## src/rtl/twr_pkg.sv

```systemverilog
package twr_pkg;
  typedef enum logic [3:0] {
    ST_IDLE,
    ST_ADDR,
    ST_ADDR_ACK,
    ST_SUB,
    ST_SUB_ACK,
    ST_WDATA,
    ST_WDATA_ACK,
    ST_RDATA,
    ST_RMACK,
    ST_IGNORE
  } twr_state_e;
endpackage

```

## src/rtl/twr_pin_filter.sv

```systemverilog
module twr_pin_filter #(
  parameter int SYNC_STAGES = 2,
  parameter int FILT_LEN    = 3
) (
  input  logic clk,
  input  logic rst,
  input  logic pin_i,
  output logic level_o
);
  logic [SYNC_STAGES-1:0] sync_q;
  logic [FILT_LEN-1:0]    hist_q;
  logic                   level_q;
  logic                   sync_last;

  assign sync_last = sync_q[SYNC_STAGES-1];

  always_ff @(posedge clk) begin
    if (rst) begin
      sync_q  <= '1;
      hist_q  <= '1;
      level_q <= 1'b1;
    end else begin
      sync_q <= {sync_q[SYNC_STAGES-2:0], pin_i};
      hist_q <= {hist_q[FILT_LEN-2:0], sync_last};
      if (&hist_q)       level_q <= 1'b1;
      else if (~|hist_q) level_q <= 1'b0;
    end
  end

  assign level_o = level_q;

  // A change of the clean level needs the synchronised pin to have held that value
  AST_FILT_AGREE: assert property (@(posedge clk) disable iff (rst)
    !$stable(level_q) |-> ($past(sync_last, 2) == level_q && $past(sync_last, 3) == level_q));
endmodule

```

## src/rtl/twr_bus_events.sv

```systemverilog
module twr_bus_events (
  input  logic clk,
  input  logic rst,
  input  logic scl_f,
  input  logic sda_f,
  output logic start_o,
  output logic stop_o,
  output logic rise_o,
  output logic fall_o
);
  logic scl_d, sda_d;

  always_ff @(posedge clk) begin
    if (rst) begin
      scl_d   <= 1'b1;
      sda_d   <= 1'b1;
      start_o <= 1'b0;
      stop_o  <= 1'b0;
      rise_o  <= 1'b0;
      fall_o  <= 1'b0;
    end else begin
      scl_d   <= scl_f;
      sda_d   <= sda_f;
      start_o <= scl_f & scl_d & sda_d & ~sda_f;
      stop_o  <= scl_f & scl_d & ~sda_d & sda_f;
      rise_o  <= scl_f & ~scl_d;
      fall_o  <= ~scl_f & scl_d;
    end
  end
endmodule

```

## src/rtl/twr_regfile.sv

```systemverilog
module twr_regfile #(
  parameter int AW = 8,
  parameter int DW = 8
) (
  input  logic          clk,
  input  logic          we_i,
  input  logic [AW-1:0] waddr_i,
  input  logic [DW-1:0] wdata_i,
  input  logic [AW-1:0] raddr_a_i,
  output logic [DW-1:0] rdata_a_o,
  input  logic [AW-1:0] raddr_b_i,
  output logic [DW-1:0] rdata_b_o
);
  localparam int DEPTH = 1 << AW;

  logic [DW-1:0] mem [DEPTH];

  always_ff @(posedge clk) begin
    if (we_i) mem[waddr_i] <= wdata_i;
    rdata_a_o <= mem[raddr_a_i];
    rdata_b_o <= mem[raddr_b_i];
  end
endmodule

```

## src/rtl/twr_engine.sv

```systemverilog
module twr_engine
  import twr_pkg::*;
#(
  parameter int          AW      = 8,
  parameter logic [5:0]  ADDR_HI = 6'h23
) (
  input  logic          clk,
  input  logic          rst,
  input  logic          scl_f,
  input  logic          sda_f,
  input  logic          start_i,
  input  logic          stop_i,
  input  logic          rise_i,
  input  logic          fall_i,
  input  logic          addr_sel_i,
  input  logic [7:0]    rd_data_i,
  output logic [AW-1:0] ptr_o,
  output logic          we_o,
  output logic [7:0]    wdata_o,
  output logic          sda_oe_o
);
  localparam logic [3:0] BITS = 4'd8;

  twr_state_e    state;
  logic [3:0]    bitcnt;
  logic [7:0]    shreg;
  logic [7:0]    tx;
  logic [AW-1:0] ptr;
  logic          rw, more, sda_oe;

  always_ff @(posedge clk) begin
    if (rst) begin
      state  <= ST_IDLE;
      bitcnt <= '0;
      shreg  <= '0;
      tx     <= '0;
      ptr    <= '0;
      rw     <= 1'b0;
      more   <= 1'b0;
      sda_oe <= 1'b0;
      we_o   <= 1'b0;
      wdata_o <= '0;
    end else begin
      we_o <= 1'b0;
      if (start_i) begin
        state  <= ST_ADDR;
        bitcnt <= '0;
        sda_oe <= 1'b0;
      end else if (stop_i) begin
        state  <= ST_IDLE;
        sda_oe <= 1'b0;
      end else begin
        case (state)
          ST_ADDR, ST_SUB, ST_WDATA: begin
            if (rise_i && bitcnt != BITS) begin
              shreg  <= {shreg[6:0], sda_f};
              bitcnt <= bitcnt + 4'd1;
            end else if (fall_i && bitcnt == BITS) begin
              bitcnt <= '0;
              case (state)
                ST_ADDR: begin
                  if (shreg[7:1] == {ADDR_HI, addr_sel_i}) begin
                    sda_oe <= 1'b1;
                    rw     <= shreg[0];
                    state  <= ST_ADDR_ACK;
                  end else begin
                    state  <= ST_IGNORE;
                  end
                end
                ST_SUB: begin
                  sda_oe <= 1'b1;
                  ptr    <= shreg[AW-1:0];
                  state  <= ST_SUB_ACK;
                end
                default: begin
                  sda_oe  <= 1'b1;
                  we_o    <= 1'b1;
                  wdata_o <= shreg;
                  state   <= ST_WDATA_ACK;
                end
              endcase
            end
          end
          ST_ADDR_ACK: begin
            if (fall_i) begin
              if (rw) begin
                tx     <= rd_data_i;
                sda_oe <= ~rd_data_i[7];
                bitcnt <= '0;
                state  <= ST_RDATA;
              end else begin
                sda_oe <= 1'b0;
                state  <= ST_SUB;
              end
            end
          end
          ST_SUB_ACK: begin
            if (fall_i) begin
              sda_oe <= 1'b0;
              state  <= ST_WDATA;
            end
          end
          ST_WDATA_ACK: begin
            if (fall_i) begin
              sda_oe <= 1'b0;
              ptr    <= ptr + AW'(1);
              state  <= ST_WDATA;
            end
          end
          ST_RDATA: begin
            if (rise_i) begin
              bitcnt <= bitcnt + 4'd1;
            end else if (fall_i) begin
              if (bitcnt == BITS) begin
                sda_oe <= 1'b0;
                ptr    <= ptr + AW'(1);
                bitcnt <= '0;
                state  <= ST_RMACK;
              end else begin
                tx     <= {tx[6:0], 1'b0};
                sda_oe <= ~tx[6];
              end
            end
          end
          ST_RMACK: begin
            if (rise_i) begin
              more <= ~sda_f;
            end else if (fall_i) begin
              if (more) begin
                tx     <= rd_data_i;
                sda_oe <= ~rd_data_i[7];
                state  <= ST_RDATA;
              end else begin
                state  <= ST_IGNORE;
              end
            end
          end
          default: ;
        endcase
      end
    end
  end

  assign ptr_o    = ptr;
  assign sda_oe_o = sda_oe;

  AST_RESET_QUIET: assert property (@(posedge clk)
    rst |=> !sda_oe);
  AST_IGNORE_SILENT: assert property (@(posedge clk) disable iff (rst)
    (state == ST_IGNORE) |-> !sda_oe);
  AST_PULL_WHILE_LOW: assert property (@(posedge clk) disable iff (rst)
    $rose(sda_oe) |-> !scl_f);
  AST_PTR_STEP: assert property (@(posedge clk) disable iff (rst)
    (state == ST_WDATA_ACK && fall_i && !start_i && !stop_i) |=> (ptr == $past(ptr) + AW'(1)));
endmodule

```

## src/rtl/twowire_regslave.sv

```systemverilog
module twowire_regslave #(
  parameter int         REG_AW      = 8,
  parameter int         SYNC_STAGES = 2,
  parameter int         FILT_LEN    = 3,
  parameter logic [5:0] ADDR_HI     = 6'h23
) (
  input  logic              clk,
  input  logic              rst,
  input  logic              scl_i,
  input  logic              sda_i,
  input  logic              addr_sel_i,
  output logic              sda_oe_o,
  input  logic [REG_AW-1:0] rd_addr_i,
  output logic [7:0]        rd_data_o
);
  localparam int NLINES = 2;

  logic [NLINES-1:0] pins_raw, pins_flt;
  logic start, stop, rise, fall;
  logic we;
  logic [7:0] wdata, eng_rdata;
  logic [REG_AW-1:0] ptr;

  assign pins_raw = {sda_i, scl_i};

  for (genvar g = 0; g < NLINES; g++) begin : g_line
    twr_pin_filter #(.SYNC_STAGES(SYNC_STAGES), .FILT_LEN(FILT_LEN)) u_flt (
      .clk(clk), .rst(rst), .pin_i(pins_raw[g]), .level_o(pins_flt[g]));
  end

  twr_bus_events u_evt (
    .clk(clk), .rst(rst), .scl_f(pins_flt[0]), .sda_f(pins_flt[1]),
    .start_o(start), .stop_o(stop), .rise_o(rise), .fall_o(fall));

  twr_engine #(.AW(REG_AW), .ADDR_HI(ADDR_HI)) u_eng (
    .clk(clk), .rst(rst), .scl_f(pins_flt[0]), .sda_f(pins_flt[1]),
    .start_i(start), .stop_i(stop), .rise_i(rise), .fall_i(fall),
    .addr_sel_i(addr_sel_i), .rd_data_i(eng_rdata), .ptr_o(ptr),
    .we_o(we), .wdata_o(wdata), .sda_oe_o(sda_oe_o));

  twr_regfile #(.AW(REG_AW), .DW(8)) u_rf (
    .clk(clk), .we_i(we), .waddr_i(ptr), .wdata_i(wdata),
    .raddr_a_i(rd_addr_i), .rdata_a_o(rd_data_o),
    .raddr_b_i(ptr), .rdata_b_o(eng_rdata));
endmodule

```

## config.mk

```make
export PLATFORM = sky130hd
export DESIGN_NAME = twowire_regslave
export DESIGN_NICKNAME = d
export VERILOG_FILES = /design/src/rtl/twr_pkg.sv /design/src/rtl/twr_pin_filter.sv /design/src/rtl/twr_bus_events.sv /design/src/rtl/twr_regfile.sv /design/src/rtl/twr_engine.sv /design/src/rtl/twowire_regslave.sv
export SDC_FILE = /design/constraint.sdc
export NUM_CORES = 2
export LEC_CHECK = 0
export BUFFER_PORTS_ARGS = -buffer_cell sky130_fd_sc_hd__buf_2
export CAP_MARGIN = 20
export CORE_ASPECT_RATIO = 0.75
export CORE_UTILIZATION = 43
export CTS_CLUSTER_DIAMETER = 150
export DETAILED_ROUTE_END_ITERATION = 16
export PLACE_DENSITY = 0.62
export SYNTH_ARGS = -nofsm -noshare
export SYNTH_HDL_FRONTEND = slang
export SYNTH_SLANG_ARGS = --single-unit
```

## constraint.sdc

```tcl
create_clock -name clk -period 12.3 [get_ports clk]
set_input_delay 1.23 -clock clk [delete_from_list [all_inputs] [get_ports clk]]
set_output_delay 1.23 -clock clk [all_outputs]
set_load 0.01 [all_outputs]
```

==> metrics.cfg <==
[clocking]
worst_skew_pair.late_latency_ns=0.90
post_cts_buffers=0
cts-hold-fix-buffers=0
cts_resized=0
cts_tree=yes
clock_sinks=2125
htree_levels=4
numCtsBuffers=213
root_buffer=clkbuf_16
clkTransAtPathRegs_ns=0.07
cts_max_path_buffers=4

[worst_setup_path]
end_kind=flop
cp_cell_sequence=buf_12 > buf_12 > mux4_2 > mux2i_1 > o221ai_2 > a2111oi_2 > nand4_1
startpoint_type=flop
crit_top_cell=buf_12
r2r-start=u_eng.ptr_o[0]
cp_data_required_time_ns=13.03
crit_type=reg -> reg
worstRegToRegCells=7
slowest_delay_ns=0.89
crit_fanout=97
reg2reg_slack_ns=7.06
worst_path_max_delay_cell=mux2i_1
r2r-end=u_rf.rdata_b_o[4]
cp.arrival_ns=5.97

[final_layout]
layout_common_cells=edfxtp_1, mux4_2, nor2_1, mux2i_1, clkbuf_16
fin_cells=8493
fin_area_um2=109000
layout.nets=5240
mostFrequentLayoutCell=edfxtp_1
area_delta_synth_final_pct=10.3
nFillCells=18900
layout-drive-gt1-share_pct=29.4

[sta]
relSlewSlack_pct=-2.08
rsz0062_at_grt=false
fin_crit_sh_pct=42.6
drv_slew=67
setup_viol=0
worst_pin_slew_ns=1.53
setup_slack_ns=7.06
finalHoldViolCount=0
layout_min_cycle_time_ns=5.24
fin_skew_ns=0.0569
whs_ns=0.411
max_freq_mhz=191
fin_tns_setup_ns=0

[synthesis]
netlist_instances=5272
synth-main-ff-cell=edfxtp_1
yosysSeqAreaShare_pct=63.7
synth_area_um2=99000
synth_edf_count=2048
syn_area_per_cell_um2=18.8
synthArstFlopShare_pct=0
ys_seq_elements=2125
synth_fp_nets=5291
synth.distinct_cells=83
ys_warn_count=0

[global_route]
grt_util_all_layers_pct=30.8
grt_pass1_vias=56900
grt_pass1_wl_mm=490
antenna_found_initial=29
grt_max_degree=202
overflow=0

[power]
p_per_area_nw_per_um2=145
ir_worst_vdd_uv=115
power.leakage_nw=33.5

[route]
drt-total-wl_mm=362
vias_per_cell=7.18
drtPass1Iterations=11
drt_iter0_drc=11600
wl_per_cell_um=42.6
drcViolationCount=0
ant_nets=0
num_vias=61000

[floorplanning]
initial_core_util_pct=43.3
die_h_um=418
core.rowCount=152
core_um2=229000
pin_count=22
die-area_um2=232000
die_w_um=556

[worst_hold_path]
hold_class=reg -> reg
min_to=g_line[1].u_flt.sync_q[1]
hp-start=g_line[1].u_flt.sync_q[0]
hold_depth=1

[run]
drv_cap=0

[place]
postPlaceCellArea_um2=102000
io_buffers=21
hpwl_mm=238
place_ws_ns=6.40
gp_congestion=1.02
dp_cells=8072

[run_status]
status=finished, violations left
failed_checks=max-slew violations

==> sequential cells by signal, summed over array words and instances (netlist names), 2 cells and up <==
signal / flops
u_rf.mem: 2048
u_eng.ptr_o: 8
u_eng.shreg: 8
u_eng.wdata_o: 8
u_rf.rdata_a_o: 8
u_rf.rdata_b_o: 8
u_eng.tx: 7
g_line.u_flt.hist_q: 6
g_line.u_flt.sync_q: 4
u_eng.bitcnt: 4
u_eng.state: 4
g_line.u_flt.level_o: 2
==> kinds of logic (layout without fill, tap and decap cells) <==
group | Yosys count | in the layout | share of synthesized area [%]
DFF | 2125 | 2125 | 63.7
muxes | 1295 | 1295 | 25.6
and+or+nand+nor | 751 | 751 | 3.54
AOI/OAI and AO/OA | 638 | 638 | 4.75
buffers and inverters | 453 | 572 | 2.31
adders and majority gates | 6 | 6 | 0.0758
xor gates and xnor gates | 4 | 4 | 0.0354
other | 0 | 22 | 0
==> synthesized netlist by cell type (all sizes together), types with 7 or more instances <==
cell,n,area [um2]
nor2b,24,150
o2111ai,9,78.8
and3,10,62.6
o32ai,7,61.3
o31ai,9,67.6
a31oi,8,50.1
nand3b,7,52.6
o211ai,17,128
o221ai,49,435
a22oi,133,1000
mux2i,270,2700
o22ai,55,344
a311oi,8,70.1
mux2,36,405
buf,254,1540
nand2,155,582
a22o,52,455
a221o,8,80.1
clkbuf,187,702
nor2,342,1290
nand2b,12,75.1
or2,15,93.8
a2111oi,7,75.1
nor3,15,80.1
a221oi,44,392
nand4,23,144
o21ai,45,225
a21oi,98,490
and2,12,75.1
nor4bb,7,70.1
dfxtp,77,1540
edfxtp,2048,61500
nand3,74,370
inv,12,45.1
nor4,13,81.3
a211o,13,114
a211oi,31,233
mux4,989,22300
==> worst max path at each step <==
| stage | from | to | depth (start not counted) |
|---|---|---|---|
| 2_1_floorplan | u_eng.wdata_o[0] | u_rf.mem[0][0] | 0 |
| 3_3_place_gp | rd_addr_i[0] | u_rf.rdata_a_o[0] | 9 |
| 3_5_place_dp | rd_addr_i[0] | u_rf.rdata_a_o[0] | 9 |
| 4_1_cts | rd_addr_i[0] | u_rf.rdata_a_o[0] | 9 |
| 5_1_grt | u_eng.ptr_o[0] | u_rf.rdata_b_o[4] | 7 |
| 6_report | u_eng.ptr_o[0] | u_rf.rdata_b_o[4] | 7 |
==> power breakdown <==
group | internal [mW] | switching [mW] | total, mW
clock network | 3.57 | 2.89 | 6.46
logic | 0.521 | 0.992 | 1.51
registers | 7.83 | 0.0583 | 7.89
total | 11.9 | 3.94 | 15.9
==> worst max-delay path: cells and delay by family, from the launching register on <==
| family | cells | cell delay, ns |
|---|---|---|
| DFF | 1 | 0.79 |
| and+or+nand+nor | 1 | 0.16 |
| buffers and inverters | 2 | 1.20 |
| muxes | 2 | 1.51 |
| AOI/OAI and AO/OA | 2 | 1.17 |
==> metrics by stage <==
step,total power [mW],util [%]
2_1_floorplan,8.86,-
3_3_place_gp,9.47,44.7
3_5_place_dp,9.47,44.8
4_1_cts,15.8,47.7
5_1_grt,16.1,47.7
6_report,15.9,47.8
==> cell type report <==
cell class                      count  area, um2  share of cell area (%)
Inverter                           12       52.6                  0.0481
Timing Repair Buffer              175       1580                    1.44
Clock inverter                    124       1080                   0.986
Clock buffer                      261       5570                    5.10
Antenna cell                       22       55.1                  0.0504
Tap cell                         3080       3850                    3.53
Sequential cell                  2125      63100                    57.7
Multi-Input combinational cell   2694      34000                    31.1
==> per-layer routing <==
layer  vias to the layer above  global-route usage [%]  share of wire (%)  routed length [um]
li1                      22500                       -                  -                   -
met4                        22                    11.5                4.2               15300
met1                     32700                    43.6                 38              139000
met3                       783                    14.8                 17               60700
met2                      4959                    40.8                 40              146000
met5                         -                   0.581               0.15                 543
No activity file was read; power rests on OpenSTA's default activity.
